<file path="src/rtl/mp_rx_pkg.sv">
package mp_rx_pkg;
  typedef enum logic [2:0] {
    ST_IDLE,
    ST_START,
    ST_DATA,
    ST_NINTH,
    ST_STOP
  } rx_state_e;

  localparam logic [1:0] MODE_OFF = 2'b00;
endpackage

</file>
<file path="src/rtl/mp_rx_sampler.sv">
module mp_rx_sampler #(
  parameter int OVS = 16
) (
  input  logic clk_i,
  input  logic rst_ni,
  input  logic tick_i,
  input  logic rxd_i,
  input  logic restart_i,
  output logic rxd_s_o,
  output logic decide_o,
  output logic vote_o,
  output logic bit_end_o
);
  localparam int CNT_W = $clog2(OVS);
  localparam int MID   = OVS / 2;

  logic [1:0]       sync_q;
  logic [CNT_W-1:0] phase_q;
  logic             v0_q, v1_q;

  always_ff @(posedge clk_i or negedge rst_ni) begin
    if (!rst_ni) begin
      sync_q  <= 2'b11;
      phase_q <= '0;
      v0_q    <= 1'b1;
      v1_q    <= 1'b1;
    end else begin
      sync_q <= {sync_q[0], rxd_i};
      if (tick_i) begin
        // detection tick is sample 0, so the next tick is sample 1
        if (restart_i)                         phase_q <= CNT_W'(1);
        else if (phase_q == CNT_W'(OVS - 1))   phase_q <= '0;
        else                                   phase_q <= phase_q + 1'b1;
        if (phase_q == CNT_W'(MID - 1)) v0_q <= sync_q[1];
        if (phase_q == CNT_W'(MID))     v1_q <= sync_q[1];
      end
    end
  end

  assign rxd_s_o   = sync_q[1];
  assign decide_o  = tick_i && !restart_i && (phase_q == CNT_W'(MID + 1));
  assign bit_end_o = tick_i && !restart_i && (phase_q == CNT_W'(OVS - 1));
  assign vote_o    = (v0_q & v1_q) | (v0_q & sync_q[1]) | (v1_q & sync_q[1]);
endmodule

</file>
<file path="src/rtl/mp_rx_frame.sv">
module mp_rx_frame
  import mp_rx_pkg::*;
#(
  parameter int DATA_W = 8
) (
  input  logic              clk_i,
  input  logic              rst_ni,
  input  logic              en_i,
  input  logic              nine_i,
  input  logic              tick_i,
  input  logic              rxd_s_i,
  input  logic              decide_i,
  input  logic              vote_i,
  input  logic              bit_end_i,
  output logic              idle_o,
  output logic              fdone_o,
  output logic [DATA_W-1:0] shift_o,
  output logic              ninth_o,
  output logic              stop_o
);
  localparam int BIT_W = (DATA_W > 1) ? $clog2(DATA_W) : 1;

  rx_state_e         state_q;
  logic [BIT_W-1:0]  bcnt_q;

  always_ff @(posedge clk_i or negedge rst_ni) begin
    if (!rst_ni) begin
      state_q <= ST_IDLE;
      bcnt_q  <= '0;
      fdone_o <= 1'b0;
      shift_o <= '0;
      ninth_o <= 1'b0;
      stop_o  <= 1'b1;
    end else begin
      fdone_o <= 1'b0;
      if (!en_i) begin
        state_q <= ST_IDLE;
      end else begin
        unique case (state_q)
          ST_IDLE:  if (tick_i && !rxd_s_i) state_q <= ST_START;
          ST_START: begin
            if (decide_i && vote_i) state_q <= ST_IDLE;
            else if (bit_end_i) begin
              state_q <= ST_DATA;
              bcnt_q  <= '0;
            end
          end
          ST_DATA: begin
            if (decide_i) shift_o <= {vote_i, shift_o[DATA_W-1:1]};
            if (bit_end_i) begin
              if (bcnt_q == BIT_W'(DATA_W - 1)) state_q <= nine_i ? ST_NINTH : ST_STOP;
              else bcnt_q <= bcnt_q + 1'b1;
            end
          end
          ST_NINTH: begin
            if (decide_i) ninth_o <= vote_i;
            if (bit_end_i) state_q <= ST_STOP;
          end
          ST_STOP: begin
            if (decide_i) begin
              stop_o  <= vote_i;
              fdone_o <= 1'b1;
              state_q <= ST_IDLE;
            end
          end
          default: state_q <= ST_IDLE;
        endcase
      end
    end
  end

  assign idle_o = (state_q == ST_IDLE);
endmodule

</file>
<file path="src/rtl/mp_rx_addr_match.sv">
module mp_rx_addr_match #(
  parameter int DATA_W = 8
) (
  input  logic [DATA_W-1:0] byte_i,
  input  logic [DATA_W-1:0] addr_i,
  input  logic [DATA_W-1:0] mask_i,
  output logic              hit_o
);
  logic [DATA_W-1:0] bcast;
  logic              given_hit, bcast_hit;

  assign bcast     = addr_i | mask_i;
  assign given_hit = ((byte_i ^ addr_i) & mask_i) == '0;
  assign bcast_hit = (~byte_i & bcast) == '0;
  assign hit_o     = given_hit || bcast_hit;
endmodule

</file>
<file path="src/rtl/mp_serial_rx.sv">
module mp_serial_rx
  import mp_rx_pkg::*;
#(
  parameter int OVS    = 16,
  parameter int DATA_W = 8
) (
  input  logic              clk_i,
  input  logic              rst_ni,
  input  logic              tick_i,
  input  logic              rxd_i,
  input  logic              ctl_we_i,
  input  logic [7:0]        ctl_wdata_i,
  input  logic              sel_fe_i,
  input  logic [DATA_W-1:0] addr_i,
  input  logic [DATA_W-1:0] mask_i,
  output logic [7:0]        ctl_rdata_o,
  output logic [DATA_W-1:0] data_o,
  output logic              bit9_o,
  output logic              done_o,
  output logic              fe_o
);
  logic [1:0] mode_q;
  logic       filt_q, rxen_q;
  logic       rx_on, nine_mode;
  logic       rxd_s, decide, vote, bit_end, idle, fdone, ninth, stop, hit, accept;
  logic [DATA_W-1:0] shift;

  assign rx_on     = rxen_q && (mode_q != MODE_OFF);
  assign nine_mode = mode_q[1];

  mp_rx_sampler #(.OVS(OVS)) u_sampler (
    .clk_i, .rst_ni, .tick_i, .rxd_i,
    .restart_i (idle),
    .rxd_s_o   (rxd_s),
    .decide_o  (decide),
    .vote_o    (vote),
    .bit_end_o (bit_end)
  );

  mp_rx_frame #(.DATA_W(DATA_W)) u_frame (
    .clk_i, .rst_ni, .tick_i,
    .en_i      (rx_on),
    .nine_i    (nine_mode),
    .rxd_s_i   (rxd_s),
    .decide_i  (decide),
    .vote_i    (vote),
    .bit_end_i (bit_end),
    .idle_o    (idle),
    .fdone_o   (fdone),
    .shift_o   (shift),
    .ninth_o   (ninth),
    .stop_o    (stop)
  );

  mp_rx_addr_match #(.DATA_W(DATA_W)) u_match (
    .byte_i (shift),
    .addr_i,
    .mask_i,
    .hit_o  (hit)
  );

  always_comb begin
    if (!filt_q)        accept = 1'b1;
    else if (nine_mode) accept = ninth && hit;
    else                accept = stop && hit;
  end

  always_ff @(posedge clk_i or negedge rst_ni) begin
    if (!rst_ni) begin
      mode_q <= MODE_OFF;
      filt_q <= 1'b0;
      rxen_q <= 1'b0;
      fe_o   <= 1'b0;
      done_o <= 1'b0;
      data_o <= '0;
      bit9_o <= 1'b0;
    end else begin
      if (ctl_we_i) begin
        if (sel_fe_i) fe_o      <= ctl_wdata_i[7];
        else          mode_q[1] <= ctl_wdata_i[7];
        mode_q[0] <= ctl_wdata_i[6];
        filt_q    <= ctl_wdata_i[5];
        rxen_q    <= ctl_wdata_i[4];
        if (!ctl_wdata_i[0]) done_o <= 1'b0;
      end
      if (fdone && rx_on) begin
        if (!stop) fe_o <= 1'b1;
        if (accept && !done_o) begin
          data_o <= shift;
          bit9_o <= nine_mode ? ninth : stop;
          done_o <= 1'b1;
        end
      end
    end
  end

  assign ctl_rdata_o = {sel_fe_i ? fe_o : mode_q[1], mode_q[0], filt_q, rxen_q,
                        1'b0, bit9_o, 1'b0, done_o};
endmodule

</file>
<file path="config.mk">
export PLATFORM = sky130hd
export DESIGN_NAME = mp_serial_rx
export DESIGN_NICKNAME = d
export VERILOG_FILES = /design/src/rtl/mp_rx_pkg.sv /design/src/rtl/mp_rx_sampler.sv /design/src/rtl/mp_rx_frame.sv /design/src/rtl/mp_rx_addr_match.sv /design/src/rtl/mp_serial_rx.sv
export SDC_FILE = /design/constraint.sdc
export NUM_CORES = 1
export LEC_CHECK = 0
export BUFFER_PORTS_ARGS = -buffer_cell sky130_fd_sc_hd__buf_2
export CAP_MARGIN = 0
export CORE_AREA = 2 2 90 92
export CTS_CLUSTER_SIZE = 28
export DETAILED_ROUTE_END_ITERATION = 12
export DIE_AREA = 0 0 92 94
export PLACE_DENSITY_LB_ADDON = 0.08
export SLEW_MARGIN = 25
export SYNTH_ARGS = -nofsm -noshare
export SYNTH_HDL_FRONTEND = slang
export SYNTH_HIERARCHICAL = 1
export SYNTH_SLANG_ARGS = --single-unit
</file>
<file path="constraint.sdc">
create_clock -name clk_i -period 3.37 [get_ports clk_i]
set_input_delay 0.5055 -clock clk_i [delete_from_list [all_inputs] [get_ports clk_i]]
set_output_delay 0.5055 -clock clk_i [all_outputs]
set_load 0.05 [all_outputs]
</file>
==> metrics.md <==
| Metric | Value |
|---|---|
| CTS tree | `done` |
| Combinational power share | `13.5%` |
| Crit path cell chain | `nor3_1 -> buf_4 -> nor4b_1 -> buf_4 -> nand2_2 -> nor4_4 -> mux2_2` |
| Total GRT Usage | `10.9%` |
| Sequential cell area | `0.00101 sq mm` |
| Residual DRC | `0` |
| Fin nets | `271` |
| Syn_area_per_cell | `11.5 sq um` |
| Inst Count DP | `331` |
| Fin crit period | `2.41 ns` |
| Worst-Skew Late Latency | `0.29 ns` |
| Htree depth | `2` |
| First-pass GRT wire length | `7.40 mm` |
| Reg2Reg Setup Slack | `0.96 ns` |
| Clk slew on worst S/H paths | `0.08 ns` |
| Sequential share of power | `47.7%` |
| Leakage | `1.26 nW` |
| I/O pins | `49` |
| Via count | `1,551` |
| Post-CTS sizing | `0` |
| Yosys reg bits | `40` |
| Synth-to-layout area growth | `18.2%` |
| Initial DRC count | `37` |
| Power Density | `407 mW/mm^2` |
| FILL cells | `784` |
| # diodes | `0` |
| Final wirelength | `4.55 mm` |
| Final setup viols | `0` |
| Cells after Synth | `194` |
| Worst-path cell with the longest stage delay | `dfrtp_1` |
| Post-synth EDFFs | `0` |
| Core Region | `0.00761 sq mm` |
| Total power | `0.00107 W` |
| RSZ-0062 raised after global routing | `false` |
| Clock Sinks | `40` |
| Routed Antenna Nets | `0` |
| CTS Buffer Depth | `2` |
| Setup Buffers After CTS | `0` |
| CTS root buf | `clkbuf_8` |
| FF-to-FF path depth | `7` |
| Yosys warning count | `6` |
| Final Hold Viols | `0` |
| GPL Wtd Cong | `0.743` |
| Crit Path Category | `reg -> reg` |
| Vias/cell | `4.58` |
| Most used cell, CP | `buf_4` |
| Layout cells sized above 1 | `40.1%` |
| Max Freq | `415 MHz` |
| Post-synth top flop | `dfrtp_1` |
| Commonest cells after routing, fill and taps aside | `buf_2 (42), dfrtp_1 (35), mux2_2 (15)` |
| Port-buffer cells | `43` |
| Hold Path Class | `in -> async` |
| Cell variety after synth | `52` |
| Yosys top cell by area | `dfrtp_1` |
| DR pass1 iterations | `4` |
| Largest net degree at the start of global routing | `41` |
| Cts hold-fix bufs | `0` |
| Hold_ws | `0.178 ns` |
| Initial core utilization | `29.3%` |
| DP HPWL | `3.37 mm` |
| Seq/Total Area, Yosys | `45.2%` |
| Num CTS Buffers | `5` |
| CP max FO | `12` |
| Die area | `0.00865 sq mm` |
| Vias in the first global route | `1,497` |
| Overflow after GRT | `0` |
| Die W | `92 um` |
| Area occupied by multi-input gates | `0.00110 sq mm` |
| Total Neg Setup Slack | `0 ns` |
| Max Slew Vio Count | `0` |
| CP Launch Type | `flop` |
| Most common cell after layout, fill and taps aside | `buf_2` |
| Slew headroom | `61.8%` |
| Switching power | `0.000282 W` |
| Met3 Routed Length | `166 um` |
| Cell Area, Synth | `0.00223 sq mm` |
| Met2 WL | `2.14 mm` |
| Wl on met1 | `2.19 mm` |
| Finished Cell Area | `0.00264 sq mm` |
| Status | `finished clean` |
| Finished Layout Cells | `339` |
| Top cell type's share of synthesized area | `39.3%` |
| Internal power | `0.000791 W` |
| Setup crit end kind | `flop` |
| DR WL/cell | `13.4 um` |
| Max cap viols | `0` |
| Worst-Margin Slew | `0.569 ns` |
| RR Endpoint | `u_frame/shift_o[6]$_DFFE_PN0P_` |
| Clk pwr share | `38.8%` |
| Core Rows | `32` |
| Clock Skew | `0.00647 ns` |
| Max incr delay on CP | `0.60 ns` |
| Top routing layer used | `met4` |
| Crit path arrival time | `2.60 ns` |
| Highest ir drop seen on vdd | `139 uV` |
| Required @ worst endpoint | `3.55 ns` |
| Reg2reg start | `u_frame/state_q[2]$_DFFE_PN0P_` |
| Synth area leaders | `dfrtp_1 (39%), mux2_2 (7.6%), mux2_4 (6.1%), dfstp_2 (5.9%), mux2i_1 (3.1%)` |
| Switching Fraction | `26.3%` |
| Placed Area | `0.00251 sq mm` |
| Number of antenna violations at the first check in global routing | `0` |
| Die height | `94 um` |
| Crit share post-route | `71.5%` |
| Ys async rst share | `100%` |
==> area by class of cell <==
class | instances | share of cell area [%]
clock buffers | 6 | 3.13
clock inverters | 2 | 1.47
inverters | 8 | 1.14
multi-input cells | 134 | 41.8
flip-flops and latches | 40 | 38.2
well taps | 102 | 4.84
repair buffers | 47 | 9.40
==> logic make-up after synthesis <==
group | count (synthesis) | share of synthesized area [%]
other cells | 1 | 0.168
buf+inv | 21 | 5.61
fa+ha+maj | 6 | 3.25
flops | 40 | 45.2
compound gates | 29 | 9.71
xor+xnor | 8 | 3.14
simple gates | 57 | 15.7
mux | 32 | 17.3
==> stage by stage <==
step                      setup slack (ns)  util, %
after floorplan                       1.01        -
after global placement               0.949     33.0
after detailed placement             0.947     33.0
after CTS                            0.937     34.6
after global routing                 0.751     34.6
final                                0.959     34.6
==> worst max-delay path, delay by kind of cell (launching register included) <==
kind	cells	cell delay, ns
muxes	1	0.40
DFF	1	0.60
and+or+nand+nor	4	0.94
buffers and inverters	2	0.37
==> metal layers <==
metal	global-route usage (%)	vias to the layer above
li1	-	766
met1	14.8	752
met2	17.0	28
met3	2.41	5
met4	4.10	0
met5	0	-
==> power by group through the flow <==
stage                     sequential (W)  combinational [W]  clock (W)
final                           0.000512           0.000144   0.000416
after global routing            0.000515           0.000161   0.000455
after CTS                       0.000513           0.000147   0.000439
after detailed placement        0.000522           0.000147          0
after global placement          0.000522           0.000146          0
after floorplan                 0.000523          0.0000966          0
==> sequential cells by signal (all words and copies together), names as in the netlist <==
signal             cells
data_o                 8
u_frame/shift_o        8
u_sampler/phase_q      4
u_frame/bcnt_q         3
u_frame/state_q        3
mode_q                 2
u_sampler/sync_q       2
bit9_o                 1
done_o                 1
fe_o                   1
filt_q                 1
rxen_q                 1
u_frame/fdone_o        1
u_frame/ninth_o        1
u_frame/stop_o         1
u_sampler/v0_q         1
u_sampler/v1_q         1
==> synthesized netlist by cell type (2+ instances only) <==
library cell  number
a22oi_1            3
a31oi_1            2
buf_2              4
buf_4              7
buf_6              2
dfrtp_1           35
dfstp_2            5
ha_1               5
inv_1              8
mux2_2            15
mux2_4             9
mux2i_1            7
nand2_1           11
nand2b_1           4
nand3_1            3
nand3b_1           3
nand4_1            3
nor2_1            14
nor2b_1            2
nor3_1             3
nor4b_1            2
o21a_1             2
o21ai_0            5
o22ai_1            4
o31ai_1            2
xor2_1             8
==> how the worst max path moves through the flow <==
stage                              startpoint                              to  slack [ns]  cells after the start
2_1_floorplan  u_frame/state_q[0]$_DFFE_PN0P_   u_frame/bcnt_q[0]$_DFFE_PN0P_        1.01                      8
3_3_place_gp   u_frame/state_q[2]$_DFFE_PN0P_  u_frame/shift_o[0]$_DFFE_PN0P_        0.95                      7
3_5_place_dp   u_frame/state_q[2]$_DFFE_PN0P_  u_frame/shift_o[0]$_DFFE_PN0P_        0.95                      7
4_1_cts        u_frame/state_q[2]$_DFFE_PN0P_  u_frame/shift_o[0]$_DFFE_PN0P_        0.94                      7
5_1_grt        u_frame/state_q[2]$_DFFE_PN0P_  u_frame/shift_o[6]$_DFFE_PN0P_        0.75                      7
6_report       u_frame/state_q[2]$_DFFE_PN0P_  u_frame/shift_o[6]$_DFFE_PN0P_        0.96                      7
(Power assumes the default switching activity.)
